**src/rtl/sysctl_pkg.sv**
```systemverilog
package sysctl_pkg;
  localparam int XLEN   = 32;
  localparam int NUM_W  = 4;
  localparam int OPC_W  = 3;
  localparam int IDX_W  = 4;

  localparam logic [IDX_W-1:0] PC_INDEX = 4'd15;

  // register numbers whose behaviour depends on the number
  localparam logic [NUM_W-1:0] RN_IDENT  = 4'd0;
  localparam logic [NUM_W-1:0] RN_CTRL   = 4'd1;
  localparam logic [NUM_W-1:0] RN_XLBASE = 4'd2;
  localparam logic [NUM_W-1:0] RN_DOMAIN = 4'd3;
  localparam logic [NUM_W-1:0] RN_FSTAT  = 4'd5;
  localparam logic [NUM_W-1:0] RN_FADDR  = 4'd6;
  localparam logic [NUM_W-1:0] RN_CACHE  = 4'd7;
  localparam logic [NUM_W-1:0] RN_TLB    = 4'd8;
  localparam logic [NUM_W-1:0] RN_LOCK   = 4'd9;
  localparam logic [NUM_W-1:0] RN_CTXID  = 4'd13;
  localparam logic [NUM_W-1:0] RN_IMPDEF = 4'd15;

  // control word bit positions
  localparam int CB_MMU   = 0;
  localparam int CB_ALIGN = 1;
  localparam int CB_DC    = 2;
  localparam int CB_WB    = 3;
  localparam int CB_BIG   = 7;
  localparam int CB_IC    = 12;

  typedef struct packed {
    logic ctrl;
    logic xlbase;
    logic domain;
    logic fstat;
    logic faddr;
    logic cache_cmd;
    logic tlb_all;
    logic tlb_one;
  } wr_sel_t;

  // clear every bit below position lsb
  function automatic logic [XLEN-1:0] keep_above(input logic [XLEN-1:0] v, input int lsb);
    logic [XLEN-1:0] low_mask;
    low_mask = (XLEN'(1) << lsb) - XLEN'(1);
    return v & ~low_mask;
  endfunction

  // keep only the lowest w bits
  function automatic logic [XLEN-1:0] keep_below(input logic [XLEN-1:0] v, input int w);
    logic [XLEN-1:0] low_mask;
    low_mask = (XLEN'(1) << w) - XLEN'(1);
    return v & low_mask;
  endfunction

  // any bit set below position lsb
  function automatic logic low_bits_set(input logic [XLEN-1:0] v, input int lsb);
    return keep_below(v, lsb) != '0;
  endfunction
endpackage

```
**src/rtl/sysctl_decode.sv**
```systemverilog
module sysctl_decode
  import sysctl_pkg::*;
#(
  parameter int TTB_LSB = 14
) (
  input  logic             valid,
  input  logic             rd_dir,
  input  logic [NUM_W-1:0] crn,
  input  logic [NUM_W-1:0] crm,
  input  logic [OPC_W-1:0] op1,
  input  logic [OPC_W-1:0] op2,
  input  logic [IDX_W-1:0] ridx,
  input  logic [XLEN-1:0]  wdata,
  input  logic             cur_big,
  output logic             acc_err,
  output logic             unsup_err,
  output logic             warn,
  output logic             read_ok,
  output wr_sel_t          wsel
);
  logic illegal;
  logic unsup;
  logic ok;
  wr_sel_t raw_sel;

  always_comb begin
    illegal = (op1 != '0) || (ridx == PC_INDEX);
    unsup   = 1'b0;
    raw_sel = '0;
    unique case (crn)
      RN_IDENT:  illegal = illegal || !rd_dir || (op2 != '0);
      RN_CTRL: begin
        unsup        = !rd_dir && (wdata[CB_BIG] != cur_big);
        raw_sel.ctrl = 1'b1;
      end
      RN_XLBASE: raw_sel.xlbase = 1'b1;
      RN_DOMAIN: raw_sel.domain = 1'b1;
      RN_FSTAT:  raw_sel.fstat  = 1'b1;
      RN_FADDR:  raw_sel.faddr  = 1'b1;
      RN_CACHE: begin
        illegal           = illegal || rd_dir;
        raw_sel.cache_cmd = 1'b1;
      end
      RN_TLB: begin
        illegal         = illegal || rd_dir;
        raw_sel.tlb_all = (op2 == '0);
        raw_sel.tlb_one = (op2 != '0);
      end
      RN_LOCK, RN_IMPDEF: ;
      RN_CTXID: begin
        illegal = illegal || (op2 != '0) || (crm != '0);
        unsup   = !rd_dir && (wdata != '0);
      end
      default:   illegal = 1'b1;
    endcase
  end

  assign acc_err   = valid && illegal;
  assign unsup_err = valid && !illegal && unsup;
  assign ok        = valid && !illegal && !unsup;
  assign read_ok   = ok && rd_dir;
  assign wsel      = (ok && !rd_dir) ? raw_sel : '0;
  assign warn      = valid && !illegal && !rd_dir && (crn == RN_XLBASE) &&
                     low_bits_set(wdata, TTB_LSB);
endmodule

```
**src/rtl/sysctl_regs.sv**
```systemverilog
module sysctl_regs
  import sysctl_pkg::*;
#(
  parameter logic [XLEN-1:0] ID_VALUE = 32'h5C0D_0042,
  parameter int              TTB_LSB  = 14,
  parameter int              FSR_W    = 8
) (
  input  logic             clk,
  input  logic             rst,
  input  wr_sel_t          wsel,
  input  logic [XLEN-1:0]  wdata,
  input  logic             read_ok,
  input  logic [NUM_W-1:0] crn,
  output logic [XLEN-1:0]  rd_data,
  output logic [XLEN-1:0]  ctrl_q,
  output logic             mmu_chg
);
  logic [XLEN-1:0] xlbase_q, domain_q, fstat_q, faddr_q;
  logic            mmu_flip;

  assign mmu_flip = wsel.ctrl && (wdata[CB_MMU] != ctrl_q[CB_MMU]);

  always_ff @(posedge clk) begin
    if (rst) begin
      ctrl_q   <= '0;
      xlbase_q <= '0;
      domain_q <= '0;
      fstat_q  <= '0;
      faddr_q  <= '0;
      mmu_chg  <= 1'b0;
    end else begin
      mmu_chg <= mmu_flip;
      if (wsel.ctrl)   ctrl_q   <= wdata;
      if (wsel.xlbase) xlbase_q <= keep_above(wdata, TTB_LSB);
      if (wsel.domain) domain_q <= wdata;
      if (wsel.fstat)  fstat_q  <= keep_below(wdata, FSR_W);
      if (wsel.faddr)  faddr_q  <= wdata;
    end
  end

  always_comb begin
    rd_data = '0;
    if (read_ok) begin
      unique case (crn)
        RN_IDENT:  rd_data = ID_VALUE;
        RN_CTRL:   rd_data = ctrl_q;
        RN_XLBASE: rd_data = keep_above(xlbase_q, TTB_LSB);
        RN_DOMAIN: rd_data = domain_q;
        RN_FSTAT:  rd_data = keep_below(fstat_q, FSR_W);
        RN_FADDR:  rd_data = faddr_q;
        default:   rd_data = '0;
      endcase
    end
  end
endmodule

```
**src/rtl/sysctl_cmd.sv**
```systemverilog
module sysctl_cmd
  import sysctl_pkg::*;
(
  input  logic            clk,
  input  logic            rst,
  input  wr_sel_t         wsel,
  input  logic [XLEN-1:0] wdata,
  output logic            cache_op,
  output logic            inv_all,
  output logic            inv_one,
  output logic [XLEN-1:0] inv_va
);
  always_ff @(posedge clk) begin
    if (rst) begin
      cache_op <= 1'b0;
      inv_all  <= 1'b0;
      inv_one  <= 1'b0;
      inv_va   <= '0;
    end else begin
      cache_op <= wsel.cache_cmd;
      inv_all  <= wsel.tlb_all;
      inv_one  <= wsel.tlb_one;
      inv_va   <= wsel.tlb_one ? wdata : '0;
    end
  end
endmodule

```
**src/rtl/sysctl_regfile.sv**
```systemverilog
module sysctl_regfile
  import sysctl_pkg::*;
#(
  parameter logic [31:0] ID_VALUE = 32'h5C0D_0042,
  parameter int          TTB_LSB  = 14,
  parameter int          FSR_W    = 8
) (
  input  logic        clk,
  input  logic        rst,
  input  logic        req_valid,
  input  logic        req_read,
  input  logic [3:0]  req_crn,
  input  logic [3:0]  req_crm,
  input  logic [2:0]  req_op1,
  input  logic [2:0]  req_op2,
  input  logic [3:0]  req_rd,
  input  logic [31:0] req_wdata,
  output logic [31:0] rd_data,
  output logic        acc_err,
  output logic        unsup_err,
  output logic        align_warn,
  output logic        cache_op_pulse,
  output logic        tlb_inv_all,
  output logic        tlb_inv_addr,
  output logic [31:0] tlb_inv_va,
  output logic        ctl_mmu_en,
  output logic        ctl_align_chk,
  output logic        ctl_dcache_en,
  output logic        ctl_wbuf_en,
  output logic        ctl_big_end,
  output logic        ctl_icache_en,
  output logic        mmu_changed
);
  wr_sel_t         wr_sel;
  logic            read_ok;
  logic [XLEN-1:0] ctrl_word;

  sysctl_decode #(.TTB_LSB(TTB_LSB)) u_decode (
    .valid     (req_valid),
    .rd_dir    (req_read),
    .crn       (req_crn),
    .crm       (req_crm),
    .op1       (req_op1),
    .op2       (req_op2),
    .ridx      (req_rd),
    .wdata     (req_wdata),
    .cur_big   (ctrl_word[CB_BIG]),
    .acc_err   (acc_err),
    .unsup_err (unsup_err),
    .warn      (align_warn),
    .read_ok   (read_ok),
    .wsel      (wr_sel)
  );

  sysctl_regs #(.ID_VALUE(ID_VALUE), .TTB_LSB(TTB_LSB), .FSR_W(FSR_W)) u_regs (
    .clk     (clk),
    .rst     (rst),
    .wsel    (wr_sel),
    .wdata   (req_wdata),
    .read_ok (read_ok),
    .crn     (req_crn),
    .rd_data (rd_data),
    .ctrl_q  (ctrl_word),
    .mmu_chg (mmu_changed)
  );

  sysctl_cmd u_cmd (
    .clk      (clk),
    .rst      (rst),
    .wsel     (wr_sel),
    .wdata    (req_wdata),
    .cache_op (cache_op_pulse),
    .inv_all  (tlb_inv_all),
    .inv_one  (tlb_inv_addr),
    .inv_va   (tlb_inv_va)
  );

  assign ctl_mmu_en    = ctrl_word[CB_MMU];
  assign ctl_align_chk = ctrl_word[CB_ALIGN];
  assign ctl_dcache_en = ctrl_word[CB_DC];
  assign ctl_wbuf_en   = ctrl_word[CB_WB];
  assign ctl_big_end   = ctrl_word[CB_BIG];
  assign ctl_icache_en = ctrl_word[CB_IC];
endmodule

```
**config.mk**
```make
export PLATFORM = sky130hd
export DESIGN_NAME = sysctl_regfile
export DESIGN_NICKNAME = d
export VERILOG_FILES = /design/src/rtl/sysctl_pkg.sv /design/src/rtl/sysctl_decode.sv /design/src/rtl/sysctl_regs.sv /design/src/rtl/sysctl_cmd.sv /design/src/rtl/sysctl_regfile.sv
export SDC_FILE = /design/constraint.sdc
export NUM_CORES = 1
export LEC_CHECK = 0
export BUFFER_PORTS_ARGS = -buffer_cell sky130_fd_sc_hd__buf_2
export CORE_AREA = 2 2 92 138
export CTS_CLUSTER_SIZE = 8
export DETAILED_ROUTE_END_ITERATION = 10
export DIE_AREA = 0 0 94 140
export PLACE_DENSITY = 0.93
export SETUP_SLACK_MARGIN = 0.2
export SYNTH_ARGS = -nofsm -noshare
export SYNTH_HDL_FRONTEND = slang
export SYNTH_SLANG_ARGS = --single-unit
```
**constraint.sdc**
```tcl
create_clock -name clk -period 6.19 [get_ports clk]
set_input_delay 1.857 -clock clk [delete_from_list [all_inputs] [get_ports clk]]
set_output_delay 1.857 -clock clk [all_outputs]
set_load 0.01 [all_outputs]
```
==> metrics.txt <==
Hold Crit Class reg2reg; Vias/cell about 6.6; Distinct cells, synth 47; Max transition margin between 10% and 20%; crit-path max cell delay around 540 ps; Post-synth EDFFs 0; first-pass detailed-route iteration total 6; status finished, final reports clean; clk_lat worst skew between 400 and 500 ps; Syn-to-layout area delta 17.2%; clk sinks 158; Final Cell Area approximately 0.0082 sq mm; CP startpoint kind input pin; critical path type in2out; H-tree levels 4; GRT Residual Overflow 0; syn nets 805; YS warnings 0; CTS max path bufs 2; GPL Wtd Cong between 0.8 and 0.9; Final Cycle Share about 93%; Setup violations, final 0; core region area approximately 0.012 sq mm; routed length per instance 21.3 um; worst slew pin tran around 1300 ps; PD cells about 270 mW/mm^2; family with the most delay on the worst path buffers and inverters; Initial Utilization approximately three fifths; Die Ht 140 um; most frequent cells in the layout dfxtp_1, buf_2, nand2_1; Final Hold Viols 0; largest net degree at the start of global routing a little over 90; drt initial violations roughly 650; top achievable clock speed 173 MHz; first-pass GRT wire length between 30 and 40 mm; Fin Setup TNS 0 ps; CTS tree built; I/O Buffers 130; layout cells sized above 1 between 20% and 30%; DR vias ~6,600; utilization after layout 68.6%; Yosys top cell area share a little under half; Final ANT Viol Nets 0; CTS hold repair buffers 0; max-slew violations 0; Crit path required time 4330 ps; vias in the first global route 6,543; initial antenna violation count 0; row cnt 49; post-synthesis sequential area ratio 45.2%; gr usage total ~33%; root buf cell clkbuf_16; Mapped Cells ~750; synthesized cell area approximately 0.0070 sq mm; leakage ~3.7 nW; crit path max fanout 33; IO Pins 131; post-DP HPWL around 13 mm; die width roughly 94 um; # Post-CTS Setup Buffers 0; WP buf/inv 3; CP max-delay cell nor4b_1; n_diodes 0; Post-CTS Resized 0; mean post-synth cell area about 9.3 sq um; flops & latches, synth 158; Area contributors post-synth dfxtp_1, mux2i_1, nand2_1, nor4_1, a31o_2; Tmin final a little under 6000 ps; fraction of registers with async set/reset 0%; VDD IR max about 230 uV; # nets final ~900; Residual DRC 0; Setup Skew 7.72 ps; RSZ-0062 raised after global routing no; most common flop cell mapped by yosys dfxtp_1; commonest non-fill, non-tap cell in the layout dfxtp_1; CTS clk-pin slew, worst paths roughly 60 ps; CP most frequent cell buf_2; WHS about 460 ps; CTS Buf Count 17; max-cap check violation count 0; Critical Path, Cell by Cell buf_2, nor4b_1, o21ai_1, a21o_1, nand4_1, buf_4, nor3b_1, buf_2; Arrival @ worst endpoint about 4000 ps; Area after DPL ~0.0076 sq mm; WL final between 20 and 25 mm; Worst setup EP type output port; leading area contributor after synthesis dfxtp_1; full die area roughly 0.013 sq mm
## report_power, final
group | switching [mW] | internal [mW] | leakage (nW)
registers | 0.00208 | 1.02 | 1.27
clock network | 0.414 | 0.608 | 0.273
logic | 0.114 | 0.0415 | 2.13
## worst min-delay path: stages (launching register included)
cell and delay (ps):
dfxtp_1 310, nand2_1 50, mux2i_1 50
## registers in the layout, indices dropped and copies added, names as in the netlist
| register | cells |
|---|---|
| u_cmd.inv_va | 32 |
| u_regs.ctrl_q | 32 |
| u_cmd.inv_all | 1 |
| u_regs.mmu_chg | 1 |
| u_cmd.inv_one | 1 |
| u_regs.fstat_q | 8 |
| u_regs.domain_q | 32 |
| u_regs.faddr_q | 32 |
| u_cmd.cache_op | 1 |
| u_regs.xlbase_q | 18 |
## synth_stat cells, types with 17 or more instances
| cell | number |
|---|---|
| nand2_1 | 126 |
| a22oi_1 | 18 |
| inv_1 | 35 |
| clkbuf_1 | 49 |
| nor4_1 | 72 |
| nor2_1 | 21 |
| mux2i_1 | 89 |
| dfxtp_1 | 158 |
| a221oi_1 | 17 |
| a31o_2 | 29 |
| nor3b_1 | 24 |
| a22o_1 | 18 |
## per-stage QoR
step	setup slack, ps	std cells	power, mW
floorplan	938	751	1.13
global route	293	1009	2.25
global placement	604	977	1.19
finish	426	1009	2.20
CTS	483	1009	2.19
detailed placement	492	977	1.19
## per-layer routing
metal,wire length [um],share of wire [%],vias up,GRT usage [%]
met1,7750,36,3160,38.9
met3,1710,7.9,100,5.54
met4,1390,6.5,0,20.7
met5,0,0,-,0
met2,10700,50,437,54.8
li1,-,-,2922,-
## worst paths after layout
check	start	end	slack, ps	cells after the start
worst max-delay path	req_crn[3]	rd_data[20]	430	8
worst min-delay path	u_regs.ctrl_q[22]	u_regs.ctrl_q[22]	460	2
worst max register to register	u_regs.ctrl_q[7]	u_regs.ctrl_q[29]	3980	5
worst min register to register	u_regs.ctrl_q[22]	u_regs.ctrl_q[22]	460	2
## cell type report
| type | count | area (sq um) |
|---|---|---|
| Clock buffer | 24 | 462 |
| Fill cell | 836 | 3750 |
| Multi-Input combinational cell | 483 | 3370 |
| Timing Repair Buffer | 147 | 778 |
| Clock inverter | 8 | 108 |
| Tap cell | 153 | 191 |
| Inverter | 36 | 138 |
| Sequential cell | 158 | 3160 |
## logic make-up after synthesis
logic type	count (synthesis)	share of synthesized area, %
buffers and inverters	110	7.27
AND/OR/NAND/NOR	283	21.1
AO/OA/AOI/OAI	108	13.3
multiplexers	89	12.7
flip-flops	158	45.2
XOR/XNOR	3	0.375
Power figures use the tool's default switching activity.
